## src/rtl/lipc_pkg.sv

```systemverilog
package lipc_pkg;
    localparam int SVR_VEC_W   = 8;
    localparam int SVR_EN_BIT  = 8;
    localparam int SVR_SUP_BIT = 12;
    localparam int CLASS_W     = 4;

    typedef struct packed {
        logic                 sup;
        logic                 en;
        logic [SVR_VEC_W-1:0] vec;
    } svr_t;
endpackage

```

## src/rtl/lipc_word_enc.sv

```systemverilog
module lipc_word_enc #(
    parameter int WORD_W = 32,
    localparam int IDX_W = $clog2(WORD_W)
) (
    input  logic [WORD_W-1:0] bits,
    output logic              any,
    output logic [IDX_W-1:0]  idx
);
    always_comb begin
        any = 1'b0;
        idx = '0;
        for (int i = 0; i < WORD_W; i++) begin
            if (bits[i]) begin
                any = 1'b1;
                idx = IDX_W'(i);
            end
        end
    end
endmodule

```

## src/rtl/lipc_hi_enc.sv

```systemverilog
module lipc_hi_enc #(
    parameter int NUM_VEC = 256,
    parameter int WORD_W  = 32,
    localparam int N_WORDS = NUM_VEC / WORD_W,
    localparam int IDX_W   = $clog2(WORD_W),
    localparam int SEL_W   = $clog2(N_WORDS),
    localparam int VEC_W   = $clog2(NUM_VEC)
) (
    input  logic [NUM_VEC-1:0] bits,
    output logic               any,
    output logic [VEC_W-1:0]   vec
);
    logic [N_WORDS-1:0] w_any;
    logic [IDX_W-1:0]   w_idx [N_WORDS];

    for (genvar w = 0; w < N_WORDS; w++) begin : g_word
        lipc_word_enc #(.WORD_W(WORD_W)) u_enc (
            .bits (bits[w*WORD_W +: WORD_W]),
            .any  (w_any[w]),
            .idx  (w_idx[w])
        );
    end

    always_comb begin
        any = 1'b0;
        vec = '0;
        for (int w = 0; w < N_WORDS; w++) begin
            if (w_any[w]) begin
                any = 1'b1;
                vec = {SEL_W'(w), w_idx[w]};
            end
        end
    end
endmodule

```

## src/rtl/lipc_ppr.sv

```systemverilog
module lipc_ppr #(
    parameter int VEC_W = 8,
    localparam int CW = lipc_pkg::CLASS_W
) (
    input  logic [VEC_W-1:0] tpr,
    input  logic             isr_any,
    input  logic [VEC_W-1:0] isr_vec,
    output logic [VEC_W-1:0] ppr
);
    logic [CW-1:0] isr_cls;

    always_comb begin
        isr_cls = isr_any ? isr_vec[VEC_W-1 -: CW] : '0;
        if (tpr[VEC_W-1 -: CW] >= isr_cls)
            ppr = tpr;
        else
            ppr = {isr_cls, {(VEC_W-CW){1'b0}}};
    end
endmodule

```

## src/rtl/lipc_top.sv

```systemverilog
module lipc_top #(
    parameter int NUM_VEC = 256,
    parameter int WORD_W  = 32,
    localparam int VEC_W  = $clog2(NUM_VEC),
    localparam int CW     = lipc_pkg::CLASS_W
) (
    input  logic             clk,
    input  logic             rst_n,
    input  logic             set_vld,
    input  logic [VEC_W-1:0] set_vec,
    input  logic             set_level,
    input  logic             tpr_wr,
    input  logic [VEC_W-1:0] tpr_wdata,
    input  logic             svr_wr,
    input  logic [15:0]      svr_wdata,
    input  logic             ack,
    input  logic             eoi,
    output logic             irq,
    output logic [VEC_W-1:0] ack_vec,
    output logic [VEC_W-1:0] ppr,
    output logic             eoi_bcast,
    output logic [VEC_W-1:0] eoi_bcast_vec
);
    import lipc_pkg::*;

    typedef struct packed {
        logic [NUM_VEC-1:0] irr;
        logic [NUM_VEC-1:0] isr;
        logic [NUM_VEC-1:0] tmr;
        logic [VEC_W-1:0]   tpr;
        svr_t               svr;
        logic               bc_vld;
        logic [VEC_W-1:0]   bc_vec;
    } state_t;

    state_t st_d, st_q;

    logic             irr_any, isr_any, blocked;
    logic [VEC_W-1:0] irr_vec, isr_vec;

    lipc_hi_enc #(.NUM_VEC(NUM_VEC), .WORD_W(WORD_W)) u_irr_enc (
        .bits (st_q.irr), .any (irr_any), .vec (irr_vec)
    );

    lipc_hi_enc #(.NUM_VEC(NUM_VEC), .WORD_W(WORD_W)) u_isr_enc (
        .bits (st_q.isr), .any (isr_any), .vec (isr_vec)
    );

    lipc_ppr #(.VEC_W(VEC_W)) u_ppr (
        .tpr (st_q.tpr), .isr_any (isr_any), .isr_vec (isr_vec), .ppr (ppr)
    );

    always_comb begin
        blocked = (ppr != '0) && (irr_vec[VEC_W-1 -: CW] <= ppr[VEC_W-1 -: CW]);
        irq     = st_q.svr.en && irr_any && !blocked;
        ack_vec = irq ? irr_vec : st_q.svr.vec;
    end

    always_comb begin
        st_d        = st_q;
        st_d.bc_vld = 1'b0;
        if (eoi && isr_any) begin
            st_d.isr[isr_vec] = 1'b0;
            st_d.bc_vec       = isr_vec;
            st_d.bc_vld       = st_q.tmr[isr_vec] && !st_q.svr.sup;
        end
        if (ack && irq) begin
            st_d.irr[irr_vec] = 1'b0;
            st_d.isr[irr_vec] = 1'b1;
        end
        if (set_vld) begin
            st_d.irr[set_vec] = 1'b1;
            st_d.tmr[set_vec] = set_level;
        end
        if (tpr_wr)
            st_d.tpr = tpr_wdata;
        if (svr_wr) begin
            st_d.svr.sup = svr_wdata[SVR_SUP_BIT];
            st_d.svr.en  = svr_wdata[SVR_EN_BIT];
            st_d.svr.vec = svr_wdata[SVR_VEC_W-1:0];
        end
    end

    always_ff @(posedge clk or negedge rst_n) begin
        if (!rst_n) begin
            st_q         <= '0;
            st_q.svr.vec <= '1;
        end else begin
            st_q <= st_d;
        end
    end

    assign eoi_bcast     = st_q.bc_vld;
    assign eoi_bcast_vec = st_q.bc_vec;
endmodule

```

## config.mk

```make
export PLATFORM = sky130hd
export DESIGN_NAME = lipc_top
export DESIGN_NICKNAME = d
export VERILOG_FILES = /design/src/rtl/lipc_pkg.sv /design/src/rtl/lipc_word_enc.sv /design/src/rtl/lipc_hi_enc.sv /design/src/rtl/lipc_ppr.sv /design/src/rtl/lipc_top.sv
export SDC_FILE = /design/constraint.sdc
export NUM_CORES = 2
export LEC_CHECK = 0
export BUFFER_PORTS_ARGS = -buffer_cell sky130_fd_sc_hd__buf_2
export CORE_ASPECT_RATIO = 1.5
export CORE_MARGIN = 4
export CORE_UTILIZATION = 46
export CTS_CLUSTER_SIZE = 25
export DETAILED_ROUTE_END_ITERATION = 6
export SYNTH_ARGS = -nofsm -noshare
export SYNTH_HDL_FRONTEND = slang
export SYNTH_SLANG_ARGS = --single-unit
```

## constraint.sdc

```tcl
create_clock -name clk -period 8.75 [get_ports clk]
set_input_delay 1.3125 -clock clk [delete_from_list [all_inputs] [get_ports clk]]
set_output_delay 1.3125 -clock clk [all_outputs]
set_load 0.02 [all_outputs]
```

==> impl_metrics.tcl <==
set metrics [dict create \
    setup_viol 0 \
    setup_tns_ns 0 \
    numPortBuffers 59 \
    clkLatencyLatePin_ns 0.68 \
    maxCapViolations 0 \
    finClkSkew_ns 0.0202 \
    worst_slew_pin_slew_ns 1.27 \
    synth_top_family_by_area "compound AO/OA/AOI/OAI gates" \
    grt_pass1_wl_um 231000 \
    critical_path_class "reg -> out" \
    rows 134 \
    clk_pin_slew_worst_paths_ns 0.06 \
    dp_hpwl_um 102000 \
    via_count 36800 \
    path_depth 26 \
    core_area_um2 89400 \
    drc 0 \
    p_leak_nw 20.1 \
    cts_tree "built" \
    r2r-end "st_q[301]" \
    run_status "completed" \
    clockBufferDepth 3 \
    worstReg2RegStart "st_q[352]" \
    hold_violations 0 \
    viasPerCell 6.54 \
    multi_input_area_um2 20200 \
    cp_slowest_stage_delay_ns 0.60 \
    dr.pass1.iters 6 \
    initial_utilization_pct 46.5 \
    crit_arrival_ns 7.06 \
    die-area_um2 95300 \
    crit_start "st_q[352]" \
    synthToLayoutAreaGrowth_pct 9.91 \
    synthMuxAreaShare_pct 11.3 \
    seqCellArea_um2 19900 \
    rsz0062_at_grt "no" \
    grt_pass1_vias 36200 \
    min_period_over_period_pct 95.6 \
    worstSetupStartpointType "flip-flop" \
    worstPathRequired_ns 7.44 \
    htreeDepth 3 \
    synthXorXnorAreaFrac_pct 0 \
    syn_avg_cell_area_um2 9.31 \
    maxSlewHeadroom_pct 14.9 \
    syn_inst 4463 \
    finalNetCount 4457 \
    hold_path_class "reg -> reg" \
    r2r_cells 28 \
    path_common_cell "a21o_1" \
    worst-path-buf-inv 4 \
    grt_max_degree 180 \
    instances_no_fill 5632 \
    wirelength_um 156000 \
    synth_fa_ha_area_share_pct 0.241 \
    drive_gt1_share_pct 14.7 \
    period_needed_ns 8.37 \
    yosys.cell_types.count 85 \
    syn_area_um2 41500 \
    seq_area_frac_synth_pct 47.9 \
    numCtsBuffers 78 \
    syn_nets 4511 \
    cts_setup_buffers 0 \
    overflow 0 \
    cts-root-buf "clkbuf_16" \
    yosys_warnings 0 \
    critPathCaptureType "output pin" \
    gp_congestion 1.00 \
    synth-seq-cells 795 \
    cp_slowest_cell "or4b_1" \
    ctsHoldBuffers 0 \
    synth_edf_count 0 \
    fmax_mhz 120 \
    critPathMaxFanout 12 \
    place_inst 5485 \
    antenna_found_initial 6 \
    num-fill-cells 8253 \
    yosys.area_share.simple_pct 17.6 \
    grt_usage_pct 32.2 \
    chipWidth_um 253 \
    synthFlopType "dfrtp_1" \
    die_h_um 376 \
    async_flop_share_pct 100 \
    drv_slew 0 \
    peakVddDrop_v 0.000489 \
    ios 66 \
    critPathTopFamily "compound AO/OA/AOI/OAI gates" \
    postRouteAntennaNets 0 \
    synth_compound_area_share_pct 19.1 \
    p_per_area_nw_per_um2 354 \
    reg2reg_slack_ns 0.78 \
    dr.first_iter.drc_count 3675 \
    cp-endpoint "ack_vec[0]" \
    wire_per_inst_um 27.8 \
    cts.sink_count 795 \
]
cell usage after synthesis, drive strengths merged, types with 9 or more instances:
cell       n  share of area [%]
o21ai    530                6.4
or4       41               0.77
o31ai    105                1.9
mux2     296                8.0
a22oi      9               0.16
clkbuf   236                2.1
o211ai    17               0.31
mux2i    126                3.0
o41ai     14               0.30
dfrtp    787                 47
o311ai    10               0.21
or2       29               0.44
a211oi    45               0.87
nand4     19               0.29
inv      117                1.1
nand3     54               0.65
a31oi     21               0.32
nor2     658                6.0
a221oi    15               0.32
o2111ai   18               0.38
nor4     142                2.2
nor3     232                2.9
a21o      39               0.70
o22a      30               0.63
nand2    192                1.7
a211o     19               0.40
a21boi    13               0.23
a21oi    293                3.5
o21bai    32               0.58
nor2b     51               0.77
o22ai     16               0.24
a2111oi   11               0.25
or3       40               0.60
buf       43               0.66
nand2b    39               0.61
cells by family (layout without fill, tap and decap cells):
kind of cell | Yosys count | in the layout
mux | 426 | 426
compound gates | 1299 | 1299
simple gates | 1537 | 1537
other cells | 0 | 7
buf+inv | 398 | 404
flops | 795 | 795
fa+ha+maj | 8 | 8
power by group:
part	internal (mW)	leakage (nW)	switching (mW)
clock network	1.98	1.28	1.54
registers	3.92	10.8	0.225
logic	2.07	8.04	6.42
layout make-up:
cell class	count	area share, %
clock buffer	115	5.07
clock inverter	25	0.614
multi-input combinational	3270	44.3
inverter	119	0.978
antenna	7	0.0384
tap	1156	3.17
sequential	795	43.6
timing repair buffer	145	2.23
timing repair:
| action | 4_1_cts | 5_1_grt |
|---|---|---|
| hold endpoints to repair | 0 | 0 |
| gates resized for setup | 0 | 4 |
| endpoints found under the setup margin | 0 | 30 |
flip-flops by register name, summed over array words and instances, names as in the netlist:
register       cells
eoi_bcast          1
eoi_bcast_vec      8
st_q             786
stage by stage:
step / power, mW / utilization (%) / instance area, um^2 / setup WS, ns / hold WS, ns
4_1_cts: 15.9 / 51.1 / 45600 / 0.160 / 0.485
2_1_floorplan: 8.68 / - / 41500 / 1.37 / 0.451
3_3_place_gp: 12.4 / 48.2 / 43000 / 0.740 / 0.465
5_1_grt: 16.5 / 51.1 / 45600 / 0.0153 / 0.507
6_report: 16.2 / 51.1 / 45700 / 0.382 / 0.488
3_5_place_dp: 12.4 / 48.2 / 43000 / 0.678 / 0.471
layer usage:
layer,vias to the layer above,wire (um),GRT usage (%)
li1,16200,-,-
met1,18300,59200,39.4
met2,1701,73100,51.8
met3,557,11800,5.64
met4,4,12300,22.1
met5,-,29,0
cells in the final DEF (no fill, tap or decap), types with 39 or more instances in the layout:
master | Yosys | layout
a211oi_1 | 43 | 41
a21o_1 | 39 | 39
a21oi_1 | 293 | 292
buf_2 | 23 | 57
buf_4 | 12 | 81
clkbuf_16 | 0 | 80
dfrtp_1 | 787 | 787
inv_1 | 117 | 117
mux2_2 | 296 | 296
mux2i_1 | 126 | 126
nand2_1 | 192 | 183
nand3_1 | 54 | 50
nor2_1 | 657 | 656
nor2b_1 | 51 | 51
nor3_1 | 227 | 225
nor4_1 | 141 | 139
o21ai_0 | 519 | 518
o31ai_1 | 105 | 105
or3_1 | 40 | 40
tightest hold or removal path, cell delays in order (launching register included):
cell     delay (ns)
dfrtp_1        0.35
nand2_1        0.05
o21ai_0        0.06
how the worst min path moves through the flow:
stage	endpoint	from	slack, ns	depth (start not counted)
finish	eoi_bcast_vec[5]	eoi_bcast_vec[5]	0.49	2
global route	eoi_bcast_vec[5]	eoi_bcast_vec[5]	0.51	2
CTS	eoi_bcast_vec[5]	eoi_bcast_vec[5]	0.48	2
detailed placement	eoi_bcast_vec[5]	eoi_bcast_vec[5]	0.47	2
global placement	eoi_bcast_vec[5]	eoi_bcast_vec[5]	0.47	2
floorplan	eoi_bcast_vec[3]	eoi_bcast_vec[3]	0.45	2
Power figures use the tool's default switching activity.
